[config.mk]
export PLATFORM = sky130hd
export DESIGN_NAME = osc_cal_seq
export DESIGN_NICKNAME = d
export VERILOG_FILES = /design/src/rtl/osc_cal_pkg.sv /design/src/rtl/osc_settle_timer.sv /design/src/rtl/osc_cal_table.sv /design/src/rtl/osc_cal_seq.sv
export SDC_FILE = /design/constraint.sdc
export NUM_CORES = 1
export LEC_CHECK = 0
export BUFFER_PORTS_ARGS = -buffer_cell sky130_fd_sc_hd__buf_2
export CELL_PAD_IN_SITES_DETAIL_PLACEMENT = 1
export CELL_PAD_IN_SITES_GLOBAL_PLACEMENT = 1
export CORE_UTILIZATION = 40
export DETAILED_ROUTE_END_ITERATION = 16
export PLACE_DENSITY = 0.85
export RECOVER_POWER = 25
export SLEW_MARGIN = 20
export SYNTH_ARGS = -nofsm -noshare
export SYNTH_HDL_FRONTEND = slang
export SYNTH_SLANG_ARGS = --single-unit
[constraint.sdc]
create_clock -name clk -period 2.8 [get_ports clk]
set_input_delay 0.28 -clock clk [delete_from_list [all_inputs] [get_ports clk]]
set_output_delay 0.28 -clock clk [all_outputs]
set_load 0.005 [all_outputs]
[src/rtl/osc_cal_pkg.sv]
package osc_cal_pkg;

   typedef enum logic [2:0] {
      S_IDLE   = 3'd0,
      S_NUM    = 3'd1,
      S_DEN    = 3'd2,
      S_DAC    = 3'd3,
      S_SETTLE = 3'd4,
      S_NEXT   = 3'd5
   } cal_state_e;

   localparam logic [7:0] ADDR_NUM = 8'h0E;
   localparam logic [7:0] ADDR_DEN = 8'h06;
   localparam logic [7:0] ADDR_DAC = 8'h04;

endpackage

[src/rtl/osc_settle_timer.sv]
module osc_settle_timer #(
   parameter int SETTLEW = 8
) (
   input  logic               clk,
   input  logic               rst_n,
   input  logic               load,
   input  logic [SETTLEW-1:0] len,
   output logic               expired
);

   logic [SETTLEW-1:0] cnt_q;

   always_ff @(posedge clk or negedge rst_n) begin
      if (!rst_n)              cnt_q <= '0;
      else if (load)           cnt_q <= len;
      else if (cnt_q != '0)    cnt_q <= cnt_q - 1'b1;
   end

   assign expired = (cnt_q == '0);

   // a freshly loaded window is already over only when its length is zero
   assert_settle_load_R3: assert property (@(posedge clk) disable iff (!rst_n)
      load |=> (expired == ($past(len) == '0)));

endmodule

[src/rtl/osc_cal_table.sv]
module osc_cal_table #(
   parameter int NZONES = 4,
   parameter int DACW   = 8,
   parameter int ZW     = 2
) (
   input  logic            clk,
   input  logic            rst_n,
   input  logic            we,
   input  logic [ZW-1:0]   wzone,
   input  logic [DACW-1:0] wvalue,
   input  logic            werr,
   input  logic [ZW-1:0]   rzone,
   output logic [DACW-1:0] rvalue,
   output logic            rerr
);

   logic [DACW-1:0] val_q [NZONES];
   logic            err_q [NZONES];

   for (genvar i = 0; i < NZONES; i++) begin : g_entry
      always_ff @(posedge clk or negedge rst_n) begin
         if (!rst_n) begin
            val_q[i] <= '0;
            err_q[i] <= 1'b0;
         end else if (we && wzone == ZW'(i)) begin
            val_q[i] <= wvalue;
            err_q[i] <= werr;
         end
      end

      assert_entry_store_R9: assert property (@(posedge clk) disable iff (!rst_n)
         (we && wzone == ZW'(i)) |=> (val_q[i] == $past(wvalue) && err_q[i] == $past(werr)));
   end

   always_comb begin
      if (int'(rzone) < NZONES) begin
         rvalue = val_q[rzone];
         rerr   = err_q[rzone];
      end else begin
         rvalue = '0;
         rerr   = 1'b0;
      end
   end

endmodule

[src/rtl/osc_cal_seq.sv]
module osc_cal_seq
   import osc_cal_pkg::*;
#(
   parameter int NZONES  = 4,
   parameter int DACW    = 8,
   parameter int RATEW   = 8,
   parameter int SETTLEW = 8,
   localparam int ZW     = (NZONES > 1) ? $clog2(NZONES) : 1,
   localparam int DATAW  = (DACW > RATEW) ? DACW : RATEW
) (
   input  logic                    clk,
   input  logic                    rst_n,
   input  logic                    start,
   input  logic [DACW-1:0]         nominal,
   input  logic [SETTLEW-1:0]      settle_len,
   input  logic [NZONES*RATEW-1:0] num_tbl,
   input  logic [NZONES*RATEW-1:0] den_tbl,
   input  logic                    cmp_above,
   output logic                    busy,
   output logic                    done,
   output logic                    wr_en,
   output logic [7:0]              wr_addr,
   output logic [DATAW-1:0]        wr_data,
   input  logic [ZW-1:0]           rd_zone,
   output logic [DACW-1:0]         cal_value,
   output logic                    cal_err
);

   localparam logic [DACW-1:0] DAC_MAX   = '1;
   localparam logic [ZW-1:0]   LAST_ZONE = ZW'(NZONES - 1);

   if (NZONES < 1) begin : g_chk_zones
      $error("NZONES must be at least 1");
   end
   if (DACW < 2) begin : g_chk_dacw
      $error("DACW must be at least 2");
   end
   if (RATEW < 1 || SETTLEW < 1) begin : g_chk_widths
      $error("RATEW and SETTLEW must be at least 1");
   end

   cal_state_e       st_q, st_d;
   logic [ZW-1:0]    zone_q;
   logic [DACW-1:0]  dac_q;
   logic             ref_q, have_ref_q;
   logic             tmr_load, tmr_expired;
   logic             sample, reversed, at_limit, finish_zone, do_step;
   logic [RATEW-1:0] num_sel, den_sel;

   // rate slice of the active zone
   if (NZONES == 1) begin : g_one_zone
      assign num_sel = num_tbl[RATEW-1:0];
      assign den_sel = den_tbl[RATEW-1:0];
   end else begin : g_many_zones
      assign num_sel = num_tbl[zone_q*RATEW +: RATEW];
      assign den_sel = den_tbl[zone_q*RATEW +: RATEW];
   end

   assign sample      = (st_q == S_SETTLE) && tmr_expired;
   assign reversed    = have_ref_q && (cmp_above != ref_q);
   assign at_limit    = cmp_above ? (dac_q == '0) : (dac_q == DAC_MAX);
   assign finish_zone = sample && (reversed || at_limit);
   assign do_step     = sample && !finish_zone;
   assign tmr_load    = (st_q == S_DAC);

   always_comb begin
      st_d = st_q;
      unique case (st_q)
         S_IDLE:   if (start) st_d = S_NUM;
         S_NUM:    st_d = S_DEN;
         S_DEN:    st_d = S_DAC;
         S_DAC:    st_d = S_SETTLE;
         S_SETTLE: if (finish_zone) st_d = S_NEXT;
                   else if (do_step) st_d = S_DAC;
         S_NEXT:   st_d = (zone_q == LAST_ZONE) ? S_IDLE : S_NUM;
         default:  st_d = S_IDLE;
      endcase
   end

   always_ff @(posedge clk or negedge rst_n) begin
      if (!rst_n) begin
         st_q       <= S_IDLE;
         zone_q     <= '0;
         dac_q      <= '0;
         ref_q      <= 1'b0;
         have_ref_q <= 1'b0;
      end else begin
         st_q <= st_d;
         if (st_q == S_IDLE && start)
            zone_q <= '0;
         else if (st_q == S_NEXT && zone_q != LAST_ZONE)
            zone_q <= zone_q + 1'b1;
         if (st_q == S_NUM)
            have_ref_q <= 1'b0;
         else if (sample) begin
            have_ref_q <= 1'b1;
            ref_q      <= cmp_above;
         end
         if (st_q == S_DEN)
            dac_q <= nominal;
         else if (do_step)
            dac_q <= cmp_above ? dac_q - 1'b1 : dac_q + 1'b1;
      end
   end

   assign busy  = (st_q != S_IDLE);
   assign done  = (st_q == S_NEXT) && (zone_q == LAST_ZONE);
   assign wr_en = (st_q == S_NUM) || (st_q == S_DEN) || (st_q == S_DAC);

   always_comb begin
      wr_addr = '0;
      wr_data = '0;
      unique case (st_q)
         S_NUM: begin wr_addr = ADDR_NUM; wr_data = DATAW'(num_sel); end
         S_DEN: begin wr_addr = ADDR_DEN; wr_data = DATAW'(den_sel); end
         S_DAC: begin wr_addr = ADDR_DAC; wr_data = DATAW'(dac_q);   end
         default: ;
      endcase
   end

   osc_settle_timer #(.SETTLEW(SETTLEW)) u_timer (
      .clk     (clk),
      .rst_n   (rst_n),
      .load    (tmr_load),
      .len     (settle_len),
      .expired (tmr_expired)
   );

   osc_cal_table #(.NZONES(NZONES), .DACW(DACW), .ZW(ZW)) u_table (
      .clk    (clk),
      .rst_n  (rst_n),
      .we     (finish_zone),
      .wzone  (zone_q),
      .wvalue (dac_q),
      .werr   (!reversed),
      .rzone  (rd_zone),
      .rvalue (cal_value),
      .rerr   (cal_err)
   );

   assert_addr_legal_R1: assert property (@(posedge clk) disable iff (!rst_n)
      wr_en |-> (wr_addr == ADDR_NUM || wr_addr == ADDR_DEN || wr_addr == ADDR_DAC));

   assert_step_one_R4: assert property (@(posedge clk) disable iff (!rst_n)
      do_step |=> (dac_q == DACW'($past(dac_q) + 1'b1) || dac_q == DACW'($past(dac_q) - 1'b1)));

   assert_done_pulse_R7: assert property (@(posedge clk) disable iff (!rst_n)
      done |=> (!done && !busy));

   assert_busy_until_done_R7: assert property (@(posedge clk) disable iff (!rst_n)
      (busy && !done) |=> busy);

   assert_idle_hold_R8: assert property (@(posedge clk) disable iff (!rst_n)
      (!busy && !start) |=> !busy);

endmodule

* Word level (Yosys, flattened, before mapping) *
Cells that the tools add are included.

storage, ports and cells
  bits in latches = 0
  output and inout port bits = 28
  memories kept = 0
  bits in registers = 59
  input bits = 86
  memory bits (read-only) = 0
  logic and storage cells = 87
  bits in writable memories = 0

operators by class
  $lt $le $gt $ge = 1
  add/subtract/negate cells = 4
  div/mod/pow operators = 0
  equality and inequality tests = 13
  reductions and logical operators = 28
  multiplexer cells = 23
  multiply operators = 0
  bitwise logic cells = 2
  shift-type cells = 2

operator list
  cell                 count
  $shiftx 32x6->8      2
  $mux 8               7
  $pmux 8 s3           1
  $pmux 3 s6           1
  $bmux 8 s2           1
  $logic_not 8->1      2
  $sub 8x1->8 const B  2
  $pmux 4 s3           1
  $logic_and 1x1->1    11
  $mux 3               3
  $add 8x1->8 const B  1
  $eq 8x8->1 const B   1
  $reduce_bool 2->1    4
  $reduce_bool 8->1    1
  $eq 3x2->1 const B   2
  $eq 3x3->1 const B   2
  $mux 1               6
  $eq 2x2->1 const B   2
  $mux 2               2
  $ne 2x2->1 const B   2
  $reduce_and 2->1     2
  $eq 3x1->1 const B   1
  $ge 3x3->1 const B   1
  $logic_not 3->1      1
  other kinds (11)     14

* Depth between registers and ports, before layout *
  word-level depth = 9
  gate-level depth with buffers = 8
  gate-level depth less buffers = 8

* Cells and area by module *
A second synthesis with hierarchy kept.

unflattened totals
  cells, all modules = 328
  area total of the unflattened synthesis = 3786.1 µm²

by module, submodules not included
  module            seq. area each (µm²)  cells an instance  area an instance (µm²)  instances
  osc_cal_seq       375.4                 186                1739.2                  1
  osc_cal_table     900.9                 88                 1570.3                  1
  osc_settle_timer  200.2                 54                 476.7                   1

* Worst setup path after synthesis *
Ideal clock, no wire load.

  path kind = reg2out
  start point = register st_q[0]
  end point = output wr_data[0]
  data required time = 2520 ps
  arrival time = 1825 ps
  path buffers = 2
  stages on the path, launching flop included = 7
  path slack = 695 ps
  cells stage by stage = dfrtp_1 -> buf_2 -> nor3b_1 -> clkbuf_1 -> mux4_2 -> mux2i_1 -> o22ai_1

between the ends
  longest elaborated chain between the ends = 2
  elaborated cells between the ends (all ways) = 4
  classes of those cells = eq/ne: 3; mux: 1

RTL lines
  item                                             line                RTL
  start, declared                                  osc_cal_seq.sv:42   cal_state_e st_q, st_d;
  start signal, assigned                           osc_cal_seq.sv:88   st_q <= st_d;
  $eq 3x2->1 / $eq 3x1->1 (equally long branches)  osc_cal_seq.sv:113  unique case (st_q)
  $pmux 8 s3 *                                     osc_cal_seq.sv:113
  end, declared                                    osc_cal_seq.sv:23   output logic [DATAW-1:0] wr_data,

Mark *: on every way between the ends. The rest lies on a longest branch, timed or not.

* Worst setup path in the final report *
  start point = register dac_q[2]
  end point = register u_table.val_q[12] in the netlist's numbering

between the ends
  longest elaborated chain between the ends = 5
  elaborated cells between the ends (all ways) = 6
  classes of those cells = eq/ne: 1; mux: 1; reduce/logical: 4

RTL lines
  item                                                  line                 RTL
  start, declared                                       osc_cal_seq.sv:44    logic [DACW-1:0] dac_q;
  start signal, assigned                                osc_cal_seq.sv:100   dac_q <= nominal;
  start signal, assigned                                osc_cal_seq.sv:102   dac_q <= cmp_above ? dac_q - 1'b1 : dac_q + 1'b1;
  $eq 8x8->1 / $logic_not 8->1 (equally long branches)  osc_cal_seq.sv:61    assign at_limit = cmp_above ? (dac_q == '0) : (dac_q == DAC_MAX);
  $mux 1 *                                              osc_cal_seq.sv:61
  $logic_or 1x1->1 *                                    osc_cal_seq.sv:62    assign finish_zone = sample && (reversed || at_limit);
  $logic_and 1x1->1 *                                   osc_cal_seq.sv:62
  $logic_and 1x1->1 *                                   osc_cal_table.sv:25  end else if (we && wzone == ZW'(i)) begin
  end signal, assigned by index                         osc_cal_table.sv:26  val_q[i] <= wvalue;
  end, declared                                         osc_cal_table.sv:17  logic [DACW-1:0] val_q [NZONES];

Marks and branches as above.
A chain may end at the register's enable or synchronous reset.

==> impl_table.tex <==
\begin{tabular}{lr}
\hline
Metric & Value \\
\hline
\multicolumn{2}{l}{\textbf{Status}} \\
\quad Run status & complete, no violations \\
\multicolumn{2}{l}{\textbf{Placed design}} \\
\quad Sum of net half-perimeters after detailed placement & 7660 um \\
\quad Pre-CTS worst setup slack & 0.393 ns \\
\quad Routability cong. & 0.840 \\
\quad \# port buffers & 108 \\
\multicolumn{2}{l}{\textbf{CTS}} \\
\quad Buffer type at the clock tree root & clkbuf\_8 \\
\quad Insertion delay to the later sink of the worst-skew pair & 0.34 ns \\
\quad Total clock sinks & 59 \\
\quad CTS buffer count & 9 \\
\quad Hold buffer count at cts & 0 \\
\quad Clock tree from TritonCTS & yes \\
\quad Clk pin slew, worst setup/hold paths & 0.07 ns \\
\quad Maximum count of clock buffers along a single path & 2 \\
\quad \# H-tree levels & 3 \\
\quad Post-CTS Setup Bufs & 0 \\
\quad Post-cts gate resize count & 0 \\
\multicolumn{2}{l}{\textbf{Global route}} \\
\quad Gr busiest metal & met2 \\
\quad Met1 demand-to-capacity share in global routing & 25.9\% \\
\quad Met2 demand-to-capacity share in global routing & 40.4\% \\
\quad Global-route usage over all layers & 22.6\% \\
\quad Total gr overflow & 0 \\
\quad Number of antenna violations at the first check in global routing & 0 \\
\quad Maximum number of pins on one net before global-route repair & 60 \\
\quad Global-route wire length before repair & 16700 um \\
\quad Via count of the first global-routing pass & 3417 \\
\quad GR met3 Demand/Resource & 3.90\% \\
\multicolumn{2}{l}{\textbf{Critical path}} \\
\quad CP max stage delay & 0.60 ns \\
\quad Capturing point of the worst reg2reg path & u\_table.val\_q[12] \\
\quad Maximum net fanout on the critical path & 9 \\
\quad Worst flop-to-flop path startpoint & dac\_q[2] \\
\quad Category of the worst setup path capture point & flip-flop \\
\quad Total buffers and inverters traversed by the critical path & 1 \\
\quad Critical path startpoint & dac\_q[2] \\
\quad Startpoint-to-endpoint class of the critical path & reg -> reg \\
\quad Slack of the worst reg-to-reg path & 0.30 ns \\
\quad Crit-path slowest cell & dfrtp\_1 \\
\quad Arrival time of the worst setup path & 2.72 ns \\
\quad Top Family by Delay on Critical Path & simple AND/OR/NAND/NOR gates \\
\quad Worst-path cell chain & nand4\_1 -> nor4\_1 -> buf\_4 -> nor3\_1 -> nor2\_1 -> nand2\_2 -> mux2\_2 \\
\quad Last element of the critical path & u\_table.val\_q[12] \\
\quad Required time reported for the critical path endpoint & 3.02 ns \\
\quad Count of cells along the worst register-to-register path & 7 \\
\quad Stages on the worst setup path & 7 \\
\quad Startpoint kind of the worst setup timing path & flip-flop \\
\multicolumn{2}{l}{\textbf{Timing}} \\
\quad Max-slew violation count & 0 \\
\quad Shortest period the worst path allows & 2.50 ns \\
\quad Endpoints failing hold & 0 \\
\quad Worst max-slew margin expressed relative to the limit & 1.78\% \\
\quad Final period utilization & 89.3\% \\
\quad Max Freq & 400 MHz \\
\quad Setup repair after global routing missed its margin & false \\
\quad Worst-Margin Slew & 1.47 ns \\
\quad Final setup fails & 0 \\
\quad Worst clock skew & 0.00986 ns \\
\quad Total negative slack & 0 ns \\
\quad Final critical-path setup slack & 0.300 ns \\
\multicolumn{2}{l}{\textbf{Route}} \\
\quad Drt via density & 5.60 \\
\quad DRC marker count from the first detailed-route iteration & 87 \\
\quad Routed Wire Length & 10200 um \\
\quad DRT antenna net count & 0 \\
\quad Detailed-route wire length per cell & 18.3 um \\
\quad Via Count & 3114 \\
\quad First-pass iteration count of the detailed router & 4 \\
\quad \# DRC & 0 \\
\multicolumn{2}{l}{\textbf{Yosys}} \\
\quad Sequential area share after synthesis & 39.4\% \\
\quad Number of enable-type register cells in the synthesized netlist & 0 \\
\quad Count of different cell masters after synthesis & 47 \\
\quad Average footprint of a synthesized cell & 11.3 um\^{}2 \\
\quad Library cell with the largest summed area after synthesis & dfrtp\_1 \\
\quad Flops \& latches, synth & 59 \\
\quad Synth top area cells & dfrtp\_1 39\%, mux4\_2 15\%, mux2\_2 11\% \\
\quad Total standard cell area after synthesis & 3750 um\^{}2 \\
\quad Instance count of the mapped netlist & 333 \\
\quad Leading register cell type out of synthesis & dfrtp\_1 \\
\quad Post-synthesis async set-or-reset flop share & 100\% \\
\quad Area share of the leading cell type in the synthesized netlist & 39.4\% \\
\quad Number of warnings printed during yosys synthesis & 0 \\
\multicolumn{2}{l}{\textbf{Floorplan}} \\
\quad Site row count & 34 \\
\quad Die height & 98.8 um \\
\quad Core region area & 8890 um\^{}2 \\
\quad Chip width & 98.8 um \\
\quad Starting density of the core & 42.2\% \\
\quad Number of I/O pins & 114 \\
\quad Overall die area & 9760 um\^{}2 \\
\multicolumn{2}{l}{\textbf{Finish}} \\
\quad Antenna diode count & 0 \\
\quad Fraction of final layout cells sized beyond drive strength 1 & 45.1\% \\
\quad Area growth from synthesis to layout & 23.4\% \\
\quad Number of nets in the finished design & 541 \\
\quad Most common cell after layout, fill and taps aside & buf\_2 \\
\quad Highest-count cells in the layout ignoring fill and taps & 108 x buf\_2, 59 x dfrtp\_1, 36 x mux2\_2, 33 x nand2\_1 \\
\multicolumn{2}{l}{\textbf{Worst hold path}} \\
\quad Hold wc startpoint & settle\_len[6] \\
\quad Depth of the worst hold-timing path & 3 \\
\quad Type of the most critical hold path & in -> reg \\
\multicolumn{2}{l}{\textbf{Pwr}} \\
\quad Power density normalized to cell area & 839 nW/um\^{}2 \\
\quad Highest ir drop seen on vdd & 312 uV \\
\quad Leakage component of the power & 2.29 nW \\
\multicolumn{2}{l}{\textbf{Flow run}} \\
\quad Number of maximum-capacitance constraint violations & 0 \\
\hline
\end{tabular}
==> per-layer routing <==
layer | routed length, um | vias to the layer above | part of all wire, %
met4 | 319 | 0 | 3.1
met3 | 481 | 24 | 4.7
li1 | - | 1435 | -
met1 | 4030 | 1544 | 40
met2 | 5350 | 111 | 53
met5 | 0 | - | 0
==> tightest hold or removal path: cells and delay by family <==
kind / cells / cell delay (ns)
simple gates: 1 / 0.03
compound gates: 1 / 0.06
buf+inv: 1 / 0.07
==> flip-flops by register name (all words and copies together) (netlist names) <==
name           cells
zone_q             2
u_timer.cnt_q      8
have_ref_q         1
dac_q              8
ref_q              1
st_q               3
u_table.err_q      4
u_table.val_q     32
==> synthesized netlist by cell type, types with 2 or more instances <==
cell       n
ha_1      11
mux4_2    25
clkbuf_1   7
o21ai_0   25
nand2_2    4
mux2i_1   13
xor2_1     3
dfrtp_1   59
and3_1     2
buf_2      5
nor3_2     2
buf_4      5
nor3_1     7
o21ai_1    3
nor2b_1    3
o22ai_1    2
nor2_1    22
mux2_2    36
nand3b_1   2
inv_1      8
nor4_1     5
nand2_1   33
a21oi_1   13
nor3b_1    3
nand3_1    4
buf_1      2
and3b_1    2
or3_1      2
xnor2_1    7
==> worst min path at each step <==
| stage | endpoint |
|---|---|
| 2_1_floorplan | dac_q[0] |
| 3_5_place_dp | u_table.val_q[18] |
| 6_report | u_timer.cnt_q[6] |
| 3_3_place_gp | u_table.val_q[29] |
| 4_1_cts | u_table.val_q[18] |
| 5_1_grt | u_timer.cnt_q[6] |
==> stage by stage <==
stage	power (W)	util, %	hold slack, ns	cells	area [um^2]
after floorplan	0.00238	-	-0.0156	337	3760
after global placement	0.00291	49.5	0.476	540	4400
after detailed placement	0.00301	49.5	0.487	540	4400
after CTS	0.00392	52.1	0.116	556	4630
after global routing	0.00416	52.0	0.148	556	4630
final	0.00388	52.0	0.136	556	4630
==> kinds of logic (layout without fill, tap and decap cells) <==
group,after synthesis,in the layout,share of synthesized area [%]
xor gates and xnor gates,10,10,2.34
DFF,59,59,39.4
AOI/OAI and AO/OA,48,48,6.88
and+or+nand+nor,100,100,14.0
buffers and inverters,29,140,3.77
other,1,5,0.100
muxes,74,74,29.3
adders and majority gates,12,12,4.21
==> power breakdown <==
group	switching (W)	internal, W
sequential	0.000278	0.00100
clock	0.000353	0.000549
combinational	0.000898	0.000803
total	0.00153	0.00235
==> area by class of cell <==
| cell class | instances | area, um^2 |
|---|---|---|
| tap | 108 | 135 |
| multi-input combinational | 249 | 2150 |
| clock buffer | 12 | 155 |
| timing repair buffer | 115 | 603 |
| fill | 994 | 4260 |
| sequential | 59 | 1480 |
| inverter | 9 | 33.8 |
| clock inverter | 4 | 72.6 |
Power figures use the tool's default switching activity.
